**src/rtl/ddr2_init_pkg.sv**
```systemverilog
package ddr2_init_pkg;

  localparam int NUM_STEPS = 12;
  localparam int STEP_W    = $clog2(NUM_STEPS);
  localparam logic [STEP_W-1:0] STEP_MR_DLLRST = STEP_W'(5);

  typedef enum logic [1:0] {
    OP_DESEL = 2'd0,
    OP_PREA  = 2'd1,
    OP_REF   = 2'd2,
    OP_MRS   = 2'd3
  } cmd_op_e;

  typedef enum logic [2:0] {
    SRC_ZERO,
    SRC_AUTO_PRE,
    SRC_MR_RST,
    SRC_MR_RUN,
    SRC_EMR_ON,
    SRC_EMR_OCD,
    SRC_EMR2,
    SRC_EMR3
  } addr_src_e;

  typedef enum logic [1:0] {
    WK_MRD,
    WK_PREA,
    WK_RFC
  } wait_kind_e;

  typedef struct packed {
    cmd_op_e    op;
    logic [1:0] msel;
    addr_src_e  src;
    wait_kind_e wk;
  } step_t;

  typedef enum logic [2:0] {
    ST_IDLE,
    ST_PWRUP,
    ST_SETTLE,
    ST_ISSUE,
    ST_GAP,
    ST_LOCK,
    ST_DONE
  } seq_state_e;

  // order is the behaviour: the device requires exactly this series
  function automatic step_t step_lookup(input logic [STEP_W-1:0] idx);
    step_t s;
    case (idx)
      4'd0:    s = step_t'{OP_DESEL, 2'd0, SRC_ZERO,     WK_MRD};
      4'd1:    s = step_t'{OP_PREA,  2'd0, SRC_AUTO_PRE, WK_PREA};
      4'd2:    s = step_t'{OP_MRS,   2'd2, SRC_EMR2,     WK_MRD};
      4'd3:    s = step_t'{OP_MRS,   2'd3, SRC_EMR3,     WK_MRD};
      4'd4:    s = step_t'{OP_MRS,   2'd1, SRC_EMR_ON,   WK_MRD};
      4'd5:    s = step_t'{OP_MRS,   2'd0, SRC_MR_RST,   WK_MRD};
      4'd6:    s = step_t'{OP_PREA,  2'd0, SRC_AUTO_PRE, WK_PREA};
      4'd7:    s = step_t'{OP_REF,   2'd0, SRC_ZERO,     WK_RFC};
      4'd8:    s = step_t'{OP_REF,   2'd0, SRC_ZERO,     WK_RFC};
      4'd9:    s = step_t'{OP_MRS,   2'd0, SRC_MR_RUN,   WK_MRD};
      4'd10:   s = step_t'{OP_MRS,   2'd1, SRC_EMR_OCD,  WK_MRD};
      4'd11:   s = step_t'{OP_MRS,   2'd1, SRC_EMR_ON,   WK_MRD};
      default: s = step_t'{OP_DESEL, 2'd0, SRC_ZERO,     WK_MRD};
    endcase
    return s;
  endfunction

endpackage

```
**src/rtl/ddr2_cycle_timer.sv**
```systemverilog
module ddr2_cycle_timer #(
  parameter int W = 8
) (
  input  logic         clk_i,
  input  logic         rst_ni,
  input  logic         load_i,
  input  logic [W-1:0] load_val_i,
  output logic         last_o,
  output logic         zero_o
);

  logic [W-1:0] cnt_q;

  always_ff @(posedge clk_i or negedge rst_ni) begin
    if (!rst_ni)            cnt_q <= '0;
    else if (load_i)        cnt_q <= load_val_i;
    else if (cnt_q != '0)   cnt_q <= cnt_q - 1'b1;
  end

  assign zero_o = (cnt_q == '0);
  assign last_o = (cnt_q <= W'(1));

endmodule

```
**src/rtl/ddr2_cmd_gen.sv**
```systemverilog
module ddr2_cmd_gen
  import ddr2_init_pkg::*;
#(
  parameter int ADDR_W    = 13,
  parameter int BANK_W    = 3,
  parameter int TW        = 8,
  parameter int NUM_BANKS = 8
) (
  input  logic [STEP_W-1:0] step_i,
  input  logic [ADDR_W-1:0] mr_i,
  input  logic [ADDR_W-1:0] emr_i,
  input  logic [ADDR_W-1:0] emr2_i,
  input  logic [ADDR_W-1:0] emr3_i,
  input  logic [TW-1:0]     t_rp_i,
  input  logic [TW-1:0]     t_rfc_i,
  input  logic [TW-1:0]     t_mrd_i,
  output logic [1:0]        op_o,
  output logic [BANK_W-1:0] bank_o,
  output logic [ADDR_W-1:0] addr_o,
  output logic [TW:0]       wait_o
);

  localparam int WW          = TW + 1;
  localparam int AP_BIT      = 10;
  localparam int DLL_RST_BIT = 8;
  localparam int OCD_LO      = 7;
  localparam int DLL_OFF_BIT = 0;
  localparam logic [ADDR_W-1:0] AP_MASK      = ADDR_W'(1) << AP_BIT;
  localparam logic [ADDR_W-1:0] DLL_RST_MASK = ADDR_W'(1) << DLL_RST_BIT;
  localparam logic [ADDR_W-1:0] OCD_MASK     = ADDR_W'(7) << OCD_LO;
  localparam logic [ADDR_W-1:0] DLL_OFF_MASK = ADDR_W'(1) << DLL_OFF_BIT;
  // all-bank precharge on an 8-bank part needs one extra clock
  localparam logic [WW-1:0] PREA_EXTRA = (NUM_BANKS == 8) ? WW'(1) : '0;

  step_t s;
  logic [ADDR_W-1:0] emr_base;

  assign s        = step_lookup(step_i);
  assign emr_base = emr_i & ~(OCD_MASK | DLL_OFF_MASK);
  assign op_o     = s.op;
  assign bank_o   = BANK_W'(s.msel);

  always_comb begin
    unique case (s.src)
      SRC_ZERO:     addr_o = '0;
      SRC_AUTO_PRE: addr_o = AP_MASK;
      SRC_MR_RST:   addr_o = mr_i | DLL_RST_MASK;
      SRC_MR_RUN:   addr_o = mr_i & ~DLL_RST_MASK;
      SRC_EMR_ON:   addr_o = emr_base;
      SRC_EMR_OCD:  addr_o = emr_base | OCD_MASK;
      SRC_EMR2:     addr_o = emr2_i;
      SRC_EMR3:     addr_o = emr3_i;
      default:      addr_o = '0;
    endcase
  end

  always_comb begin
    unique case (s.wk)
      WK_PREA: wait_o = WW'(t_rp_i) + PREA_EXTRA;
      WK_RFC:  wait_o = WW'(t_rfc_i);
      default: wait_o = WW'(t_mrd_i);
    endcase
  end

endmodule

```
**src/rtl/ddr2_init_seq.sv**
```systemverilog
module ddr2_init_seq
  import ddr2_init_pkg::*;
#(
  parameter int ADDR_W    = 13,
  parameter int BANK_W    = 3,
  parameter int TW        = 8,
  parameter int PWR_W     = 18,
  parameter int NUM_BANKS = 8
) (
  input  logic              clk_i,
  input  logic              rst_ni,
  input  logic              start_i,
  input  logic [ADDR_W-1:0] mr_i,
  input  logic [ADDR_W-1:0] emr_i,
  input  logic [ADDR_W-1:0] emr2_i,
  input  logic [ADDR_W-1:0] emr3_i,
  input  logic [PWR_W-1:0]  t_pwrup_i,
  input  logic [TW-1:0]     t_settle_i,
  input  logic [TW-1:0]     t_rp_i,
  input  logic [TW-1:0]     t_rfc_i,
  input  logic [TW-1:0]     t_mrd_i,
  input  logic [TW-1:0]     t_dllk_i,
  input  logic              cmd_ready_i,
  output logic              cmd_valid_o,
  output logic [1:0]        cmd_op_o,
  output logic [BANK_W-1:0] cmd_bank_o,
  output logic [ADDR_W-1:0] cmd_addr_o,
  output logic              busy_o,
  output logic              done_o
);

  localparam int CNT_W = (PWR_W > TW + 1) ? PWR_W : TW + 1;
  localparam logic [STEP_W-1:0] LAST_STEP = STEP_W'(NUM_STEPS - 1);

  seq_state_e        state_q, state_d;
  logic [STEP_W-1:0] step_q;
  logic              step_inc;
  logic              tmr_load, tmr_last, tmr_zero_unused;
  logic [CNT_W-1:0]  tmr_val;
  logic              dll_load, dll_zero, dll_last_unused, dll_armed_q, dll_ok;
  logic              accept, step_last;
  logic [1:0]        gen_op;
  logic [BANK_W-1:0] gen_bank;
  logic [ADDR_W-1:0] gen_addr;
  logic [TW:0]       gap_len;

  ddr2_cmd_gen #(
    .ADDR_W(ADDR_W), .BANK_W(BANK_W), .TW(TW), .NUM_BANKS(NUM_BANKS)
  ) u_gen (
    .step_i (step_q),
    .mr_i   (mr_i),
    .emr_i  (emr_i),
    .emr2_i (emr2_i),
    .emr3_i (emr3_i),
    .t_rp_i (t_rp_i),
    .t_rfc_i(t_rfc_i),
    .t_mrd_i(t_mrd_i),
    .op_o   (gen_op),
    .bank_o (gen_bank),
    .addr_o (gen_addr),
    .wait_o (gap_len)
  );

  // shared gap timer: power-up, settle and inter-command waits
  ddr2_cycle_timer #(.W(CNT_W)) u_gap_tmr (
    .clk_i     (clk_i),
    .rst_ni    (rst_ni),
    .load_i    (tmr_load),
    .load_val_i(tmr_val),
    .last_o    (tmr_last),
    .zero_o    (tmr_zero_unused)
  );

  // DLL lock runs beside the series, started by the DLL-reset write
  ddr2_cycle_timer #(.W(TW)) u_dll_tmr (
    .clk_i     (clk_i),
    .rst_ni    (rst_ni),
    .load_i    (dll_load),
    .load_val_i(t_dllk_i),
    .last_o    (dll_last_unused),
    .zero_o    (dll_zero)
  );

  assign accept    = (state_q == ST_ISSUE) && cmd_ready_i;
  assign step_last = (step_q == LAST_STEP);
  assign dll_load  = accept && (step_q == STEP_MR_DLLRST);
  assign dll_ok    = dll_armed_q && dll_zero;

  always_comb begin
    state_d  = state_q;
    tmr_load = 1'b0;
    tmr_val  = '0;
    step_inc = 1'b0;
    unique case (state_q)
      ST_IDLE: if (start_i) begin
        state_d  = ST_PWRUP;
        tmr_load = 1'b1;
        tmr_val  = CNT_W'(t_pwrup_i);
      end
      ST_PWRUP: if (tmr_last) begin
        state_d  = ST_SETTLE;
        tmr_load = 1'b1;
        tmr_val  = CNT_W'(t_settle_i);
      end
      ST_SETTLE: if (tmr_last) state_d = ST_ISSUE;
      ST_ISSUE: if (cmd_ready_i) begin
        state_d  = ST_GAP;
        tmr_load = 1'b1;
        tmr_val  = CNT_W'(gap_len);
      end
      ST_GAP: if (tmr_last) begin
        if (!step_last) begin
          state_d  = ST_ISSUE;
          step_inc = 1'b1;
        end else if (dll_ok) begin
          state_d = ST_DONE;
        end else begin
          state_d = ST_LOCK;
        end
      end
      ST_LOCK: if (dll_ok) state_d = ST_DONE;
      ST_DONE: state_d = ST_DONE;
      default: state_d = ST_IDLE;
    endcase
  end

  always_ff @(posedge clk_i or negedge rst_ni) begin
    if (!rst_ni) begin
      state_q     <= ST_IDLE;
      step_q      <= '0;
      dll_armed_q <= 1'b0;
    end else begin
      state_q <= state_d;
      if (step_inc) step_q <= step_q + 1'b1;
      if (dll_load) dll_armed_q <= 1'b1;
    end
  end

  assign cmd_valid_o = (state_q == ST_ISSUE);
  assign cmd_op_o    = cmd_valid_o ? gen_op   : '0;
  assign cmd_bank_o  = cmd_valid_o ? gen_bank : '0;
  assign cmd_addr_o  = cmd_valid_o ? gen_addr : '0;
  assign busy_o      = (state_q != ST_IDLE) && (state_q != ST_DONE);
  assign done_o      = (state_q == ST_DONE);

  assert_start_ignored_R2: assert property (@(posedge clk_i) disable iff (!rst_ni)
    busy_o && start_i |=> busy_o || done_o);

  assert_gap_after_accept_R8: assert property (@(posedge clk_i) disable iff (!rst_ni)
    cmd_valid_o && cmd_ready_i |=> !cmd_valid_o);

  assert_hold_until_ready_R9: assert property (@(posedge clk_i) disable iff (!rst_ni)
    cmd_valid_o && !cmd_ready_i |=> cmd_valid_o && $stable(cmd_op_o)
      && $stable(cmd_bank_o) && $stable(cmd_addr_o));

  assert_dll_locked_at_done_R10: assert property (@(posedge clk_i) disable iff (!rst_ni)
    done_o |-> dll_ok);

  assert_done_sticky_R11: assert property (@(posedge clk_i) disable iff (!rst_ni)
    done_o |=> done_o && !cmd_valid_o);

endmodule

```
**config.mk**
```make
export PLATFORM = sky130hd
export DESIGN_NAME = ddr2_init_seq
export DESIGN_NICKNAME = d
export VERILOG_FILES = /design/src/rtl/ddr2_init_pkg.sv /design/src/rtl/ddr2_cycle_timer.sv /design/src/rtl/ddr2_cmd_gen.sv /design/src/rtl/ddr2_init_seq.sv
export SDC_FILE = /design/constraint.sdc
export NUM_CORES = 1
export LEC_CHECK = 0
export BUFFER_PORTS_ARGS = -buffer_cell sky130_fd_sc_hd__buf_2
export CAP_MARGIN = 25
export CORE_AREA = 2 2 81 83
export CTS_BUF_LIST = sky130_fd_sc_hd__clkbuf_4 sky130_fd_sc_hd__clkbuf_8 sky130_fd_sc_hd__clkbuf_16
export CTS_CLUSTER_DIAMETER = 120
export DETAILED_ROUTE_END_ITERATION = 6
export DIE_AREA = 0 0 83 85
export PLACE_DENSITY = 0.95
export SYNTH_ARGS = -nofsm -noshare
export SYNTH_HDL_FRONTEND = slang
export SYNTH_SLANG_ARGS = --single-unit
```
**constraint.sdc**
```tcl
create_clock -name clk_i -period 6.7 [get_ports clk_i]
set_input_delay 1.34 -clock clk_i [delete_from_list [all_inputs] [get_ports clk_i]]
set_output_delay 1.34 -clock clk_i [all_outputs]
set_load 0.005 [all_outputs]
```
Yosys cells after proc, flatten, opt, wreduce, memory -nomap -nowiden
Memories as Yosys holds them, arrays and structs flattened.
Cells that the tools add are included.
{ "word_totals": {"reg_bits": 34, "mem_bits_ro": 144, "input_bits": 114, "out_inout_bits": 21, "elab_cells": 77, "n_memories": 1} }
{ "op_classes": {"addsub": 4, "n_lt_le_gt_ge": 1, "eq_ne": 24, "n_mux": 29, "n_reduce_logical": 13} }
{ "memory_table": {"columns": ["name", "words", "word_bits", "read_ports", "rd_ports_with_merged_regs", "wr", "line_no", "text"], "rows": [
  ["(name not given)", 16, 9, 1, 0, 0, "ddr2_init_pkg.sv:51", "case (idx)"]
]} }
{ "op_table": {"columns": ["operator", "count"], "rows": [
  ["$pmux W13 S8", 1],
  ["$mux W18", 3],
  ["$pmux W18 S3", 1],
  ["$mux W8", 3],
  ["$eq A3 B3 Y1 const B", 7],
  ["$mux W3", 7],
  ["$pmux W3 S7", 1],
  ["$le A18 B1 Y1 const B", 1],
  ["$pmux W9 S2", 1],
  ["$reduce_bool A18 Y1", 1],
  ["$sub A18 B1 Y18 const B", 1],
  ["$mux W13", 1],
  ["$eq A3 B2 Y1 const B", 4],
  ["$ne A2 B2 Y1 const B", 6],
  ["$add A8 B1 Y9 const B", 1],
  ["$mux W9", 1],
  ["$logic_not A8 Y1", 1],
  ["$reduce_bool A8 Y1", 1],
  ["$sub A8 B1 Y8 const B", 1],
  ["$eq A3 B1 Y1 const B", 2],
  ["$logic_not A3 Y1", 2],
  ["$mux W1", 6],
  ["$mux W2", 3],
  ["$reduce_and A6 Y1", 1],
  ["10 further kinds", 14]
]} }

Logic depth before layout (Yosys ltp)
{ "logic_depth": {"ltp_word": 6, "mapped_depth": 11, "mapped_depth_nobuf": 10} }

Modules after synthesis
From an unflattened synthesis, not the netlist that was laid out.
{ "unflattened": {"cells_unflattened": 460, "hier_area_um2": 3728.6} }
{ "modules_own_cells": {"columns": ["mod", "n_inst", "cells_each", "area_each_um2", "seq_area_each_um2"], "rows": [
  ["ddr2_cmd_gen", 1, 166, 1177.4, 0.0],
  ["ddr2_cycle_timer at u_gap_tmr", 1, 123, 1108.6, 450.4],
  ["ddr2_init_seq", 1, 113, 929.6, 200.2],
  ["ddr2_cycle_timer at u_dll_tmr", 1, 58, 513.0, 200.2]
]} }

Least setup slack after synthesis
No wires, ideal clock.
{ "synth_path": {"kind": "register to output", "start": "register step_q[1]", "end": "output cmd_addr_o[7]", "t_arrival_ns": 1.897, "required_time_ns": 5.360, "setup_slack_ns": 3.463, "stages_incl_launch_ff": 9, "path_buffers": 1, "cell_sequence": "dfrtp_1 -> inv_1 -> ha_1 -> mux2i_1 -> o21ai_0 -> nor3_1 -> buf_2 -> nand2_1 -> a31oi_1"} }
{ "synth_between": {"elab_chain_len": 4, "elab_cells_between_ends": 11, "classes_between": "eq/ne: 7; mux: 2; reduce/logical: 1; memory: 1"} }
{ "synth_rtl": {"columns": ["element", "line_no", "text"], "rows": [
  ["from (decl)", "ddr2_init_seq.sv:36", "logic [STEP_W-1:0] step_q;"],
  ["from (signal assigned)", "ddr2_init_seq.sv:134", "if (step_inc) step_q <= step_q + 1'b1;"],
  ["$mem_v2 Z16 W9 *", null, null],
  ["$eq A3 B3 Y1 (tied with other cells)", "ddr2_cmd_gen.sv:44", "unique case (s.src)"],
  ["$pmux W13 S8 *", "ddr2_cmd_gen.sv:44", null],
  ["$mux W13 *", "ddr2_init_seq.sv:142", "assign cmd_addr_o = cmd_valid_o ? gen_addr : '0;"],
  ["to (decl)", "ddr2_init_seq.sv:27", "output logic [ADDR_W-1:0] cmd_addr_o,"]
]} }
Mark *: on every way between the ends. The rest lies on a longest branch, timed or not.

Worst setup path in the final report
{ "layout_path": {"start": "register step_q[1]", "end": "output cmd_addr_o[12]"} }
Same word-level chain as after synthesis.

==> key figures <==
Outcome
  • Outcome: finished, violations left
  • Failing checks: design-rule violations

Final layout
  • Design area: slightly below 4000 um2
  • Antenna fix cells: 0
  • Non-filler instance count after layout: 591
  • Layout cell share with drive strength beyond 1: 0.300
  • Area delta synth->final: 25.9%
  • Nets@finish: approximately 640

STA
  • RSZ-0062 raised after global routing: no
  • Max Freq: about 240 MHz
  • Final period util: 0.611
  • Tmin final: 4100 ps
  • Slew headroom: 0.291
  • Least-Margin Pin Slew: between 1000 and 1500 ps
  • Final setup fails: 0
  • Post-route worst setup slack: 2600 ps
  • Fin. max-slew vios: 0
  • Worst Clk Skew: 9.17 ps
  • TNS Setup: 0 ps
  • Endpoints failing hold: 0

Floorplanning
  • Initial Utilization: 0.503
  • Site row count: 29
  • Die X-Extent: around 83 um
  • Die Area: approximately 7000 um2
  • Top Ports: roughly 140
  • Core box area: 6200 um2
  • Die height: around 85 um

Worst setup path
  • CP Data Arrival Time: 2760 ps
  • Worst Path Max Fanout: 11
  • Crit path capture type: primary output
  • CP Data Required Time: about 5400 ps
  • Crit path largest cell delay: 530 ps
  • Kind of critical path: flop to primary output
  • Slowest cell on crit path: dfrtp_1
  • CP cell instances: inv_1 > ha_1 > mux2i_1 > o21ai_0 > nor3_1 > clkbuf_4 > nand2_1 > a21oi_1 > buf_2
  • Setup crit start kind: flop

Worst hold path
  • Min-delay worst type: flop to flop

CTS
  • Worst-Skew Late Latency: around 290 ps
  • Clock buffer depth: 2
  • Clock Sinks: 34
  • Total CTS buffers: 5
  • CTS Hold Bufs: 0
  • Clk root buf: clkbuf_8
  • Setup bufs post-CTS: 0
  • Clock Pin Slew Worst Setup and Hold Paths: ~70 ps
  • CTS tree: built
  • H-tree depth: 2
  • Post-CTS sizing: 0

Detailed routing
  • First DRT Iteration DRCs: 196
  • Drt pass-1 iters: 7
  • Vias: 3477
  • DRC errors left: 2
  • Via density: 5.88
  • Antenna Nets Post-Route: 0
  • Drt wl/cell: around 15 um
  • Final WL: between 8 and 9 mm

Synth
  • Post-synth top flop: dfrtp_1
  • Avg Synthesized Cell Area: 7.90 um2
  • Mapped Nets: between 500 and 600
  • Sequential area share after synthesis: 0.273
  • Cell area after synthesis: 3120 um2
  • Post-synth top area cell: dfrtp_1
  • Yosys warning count: 0
  • Main area contributors after synthesis: dfrtp_1 (27%), nand2_1 (6.4%), ha_1 (5.6%)
  • Synth Instances: 395
  • EDFF count, synth: 0
  • Synth cell types: 57
  • Flops & latches, synth: 34
  • Post-synth ARST share: 1.00
  • Proportion of netlist area held by the largest area contributor: 0.273

GRT
  • Maximum number of pins on one net before global-route repair: 35
  • Initial antenna violation count: 0
  • Wire length of the first global-routing pass: between 10 and 15 mm
  • Vias in the first global route: 3356
  • Grt ovf: 0
  • Total GRT Usage: 0.249

Power and ir drop
  • Maximum vdd ir drop: 0.267 mV
  • Pwr Total: 0.000814 W
  • Pleak: about 1.8 nW
  • PwrDens: 207 nW/um2

Place
  • DP HPWL: 6.87 mm
  • Final Wtd Congestion: 0.940
  • Inst Count DP: 582
  • # port buffers: 128
  • Placed Instance Area: 3780 um2
  • DP Worst Slack: 2540 ps

Run
  • Total of max-cap violations: 0
-- cell families (layout without fill, tap and decap cells) --
logic type      count (synthesis)  in the layout  synth area share
mux                            10             10            0.0337
xor+xnor                       26             26            0.0730
buf+inv                        35            154            0.0481
compound gates                110            110             0.240
simple gates                  165            165             0.275
flops                          34             34             0.273
fa+ha+maj                      14             14            0.0562
other cells                     1              1           0.00120
-- power breakdown --
| part | switching [W] | internal, W | total, W |
|---|---|---|---|
| combinational | 0.000125 | 0.000130 | 0.000255 |
| clock | 0.0000810 | 0.000149 | 0.000230 |
| sequential | 0.0000716 | 0.000258 | 0.000329 |
| total | 0.000278 | 0.000537 | 0.000814 |
-- layout make-up --
type                       count  area [um2]
fill                         544        2280
sequential                    34         851
inverter                      14        52.6
clock buffer                   5        68.8
timing repair buffer         132         671
tap                           77        96.3
clock inverter                 3        68.8
multi-input combinational    326        2120
-- registers in the layout, summed over array words and instances, names as in the netlist --
register,flops
dll_armed_q,1
step_q,4
u_gap_tmr.cnt_q,18
state_q,3
u_dll_tmr.cnt_q,8
-- cells in the mapped netlist (all sizes together), types with 3 or more instances --
cell type and number:
and3 6, nand2b 3, ha 14, a21boi 3
buf 9, clkbuf 12, nand2 53, dfrtp 34
nor4b 5, nand3 14, nand3b 4, nor4 9
o2bb2ai 3, and2 7, inv 14, a222oi 12
o21a 3, nor3 15, nand4 7, nor2 30
mux2 4, or3 3, a21oi 19, xnor2 13
a221oi 4, a31oi 7, o21ai 30, xor2 13
mux2i 6, a22oi 13
-- per-layer routing --
metal  global-route usage  part of all wire
met2                0.461              0.51
met5                    0                 0
met3               0.0525             0.077
met1                0.296              0.40
met4               0.0551             0.011
-- path summary, 6_finish.rpt --
path	startpoint	end	slack [ps]	cells past startpoint
worst min register to register	dll_armed_q$_DFFE_PN0P_	dll_armed_q$_DFFE_PN0P_	540	1
worst min-delay path	dll_armed_q$_DFFE_PN0P_	dll_armed_q$_DFFE_PN0P_	540	1
min in group asynchronous	rst_ni	u_gap_tmr.cnt_q[10]$_DFFE_PN0P_	1120	1
worst max-delay path	step_q[1]$_DFFE_PN0P_	cmd_addr_o[12]	2600	9
max in group asynchronous	rst_ni	step_q[3]$_DFFE_PN0P_	5080	1
worst max register to register	step_q[1]$_DFFE_PN0P_	u_gap_tmr.cnt_q[3]$_DFFE_PN0P_	3890	10
-- cell usage in the layout, fill, tap and decap left out, types with 5 or more instances in the layout --
| cell | netlist | layout |
|---|---|---|
| a21oi_1 | 19 | 19 |
| a222oi_1 | 12 | 12 |
| a22oi_1 | 13 | 13 |
| a31oi_1 | 7 | 7 |
| and2_1 | 6 | 6 |
| and3_1 | 6 | 6 |
| buf_2 | 6 | 128 |
| clkbuf_8 | 0 | 5 |
| dfrtp_1 | 34 | 34 |
| ha_1 | 14 | 14 |
| inv_1 | 14 | 14 |
| mux2i_1 | 6 | 6 |
| nand2_1 | 53 | 53 |
| nand3_1 | 14 | 14 |
| nand4_1 | 7 | 7 |
| nor2_1 | 30 | 30 |
| nor3_1 | 12 | 12 |
| nor4_1 | 8 | 8 |
| o21ai_0 | 30 | 30 |
| xnor2_1 | 13 | 13 |
| xor2_1 | 13 | 13 |
-- critical path, delay by kind of cell, from the launching register on --
family                     cells  cell delay [ps]
and+or+nand+nor                2              470
muxes                          1              190
adders and majority gates      1              320
DFF                            1              530
AOI/OAI and AO/OA              2              390
buffers and inverters          3              570
-- per-stage QoR --
stage	utilization	hold WS [ps]
floorplan	-	488
global placement	0.608	506
detailed placement	0.609	509
CTS	0.632	539
global route	0.633	564
finish	0.633	539
Note: power is estimated with default switching activity, not from simulation.
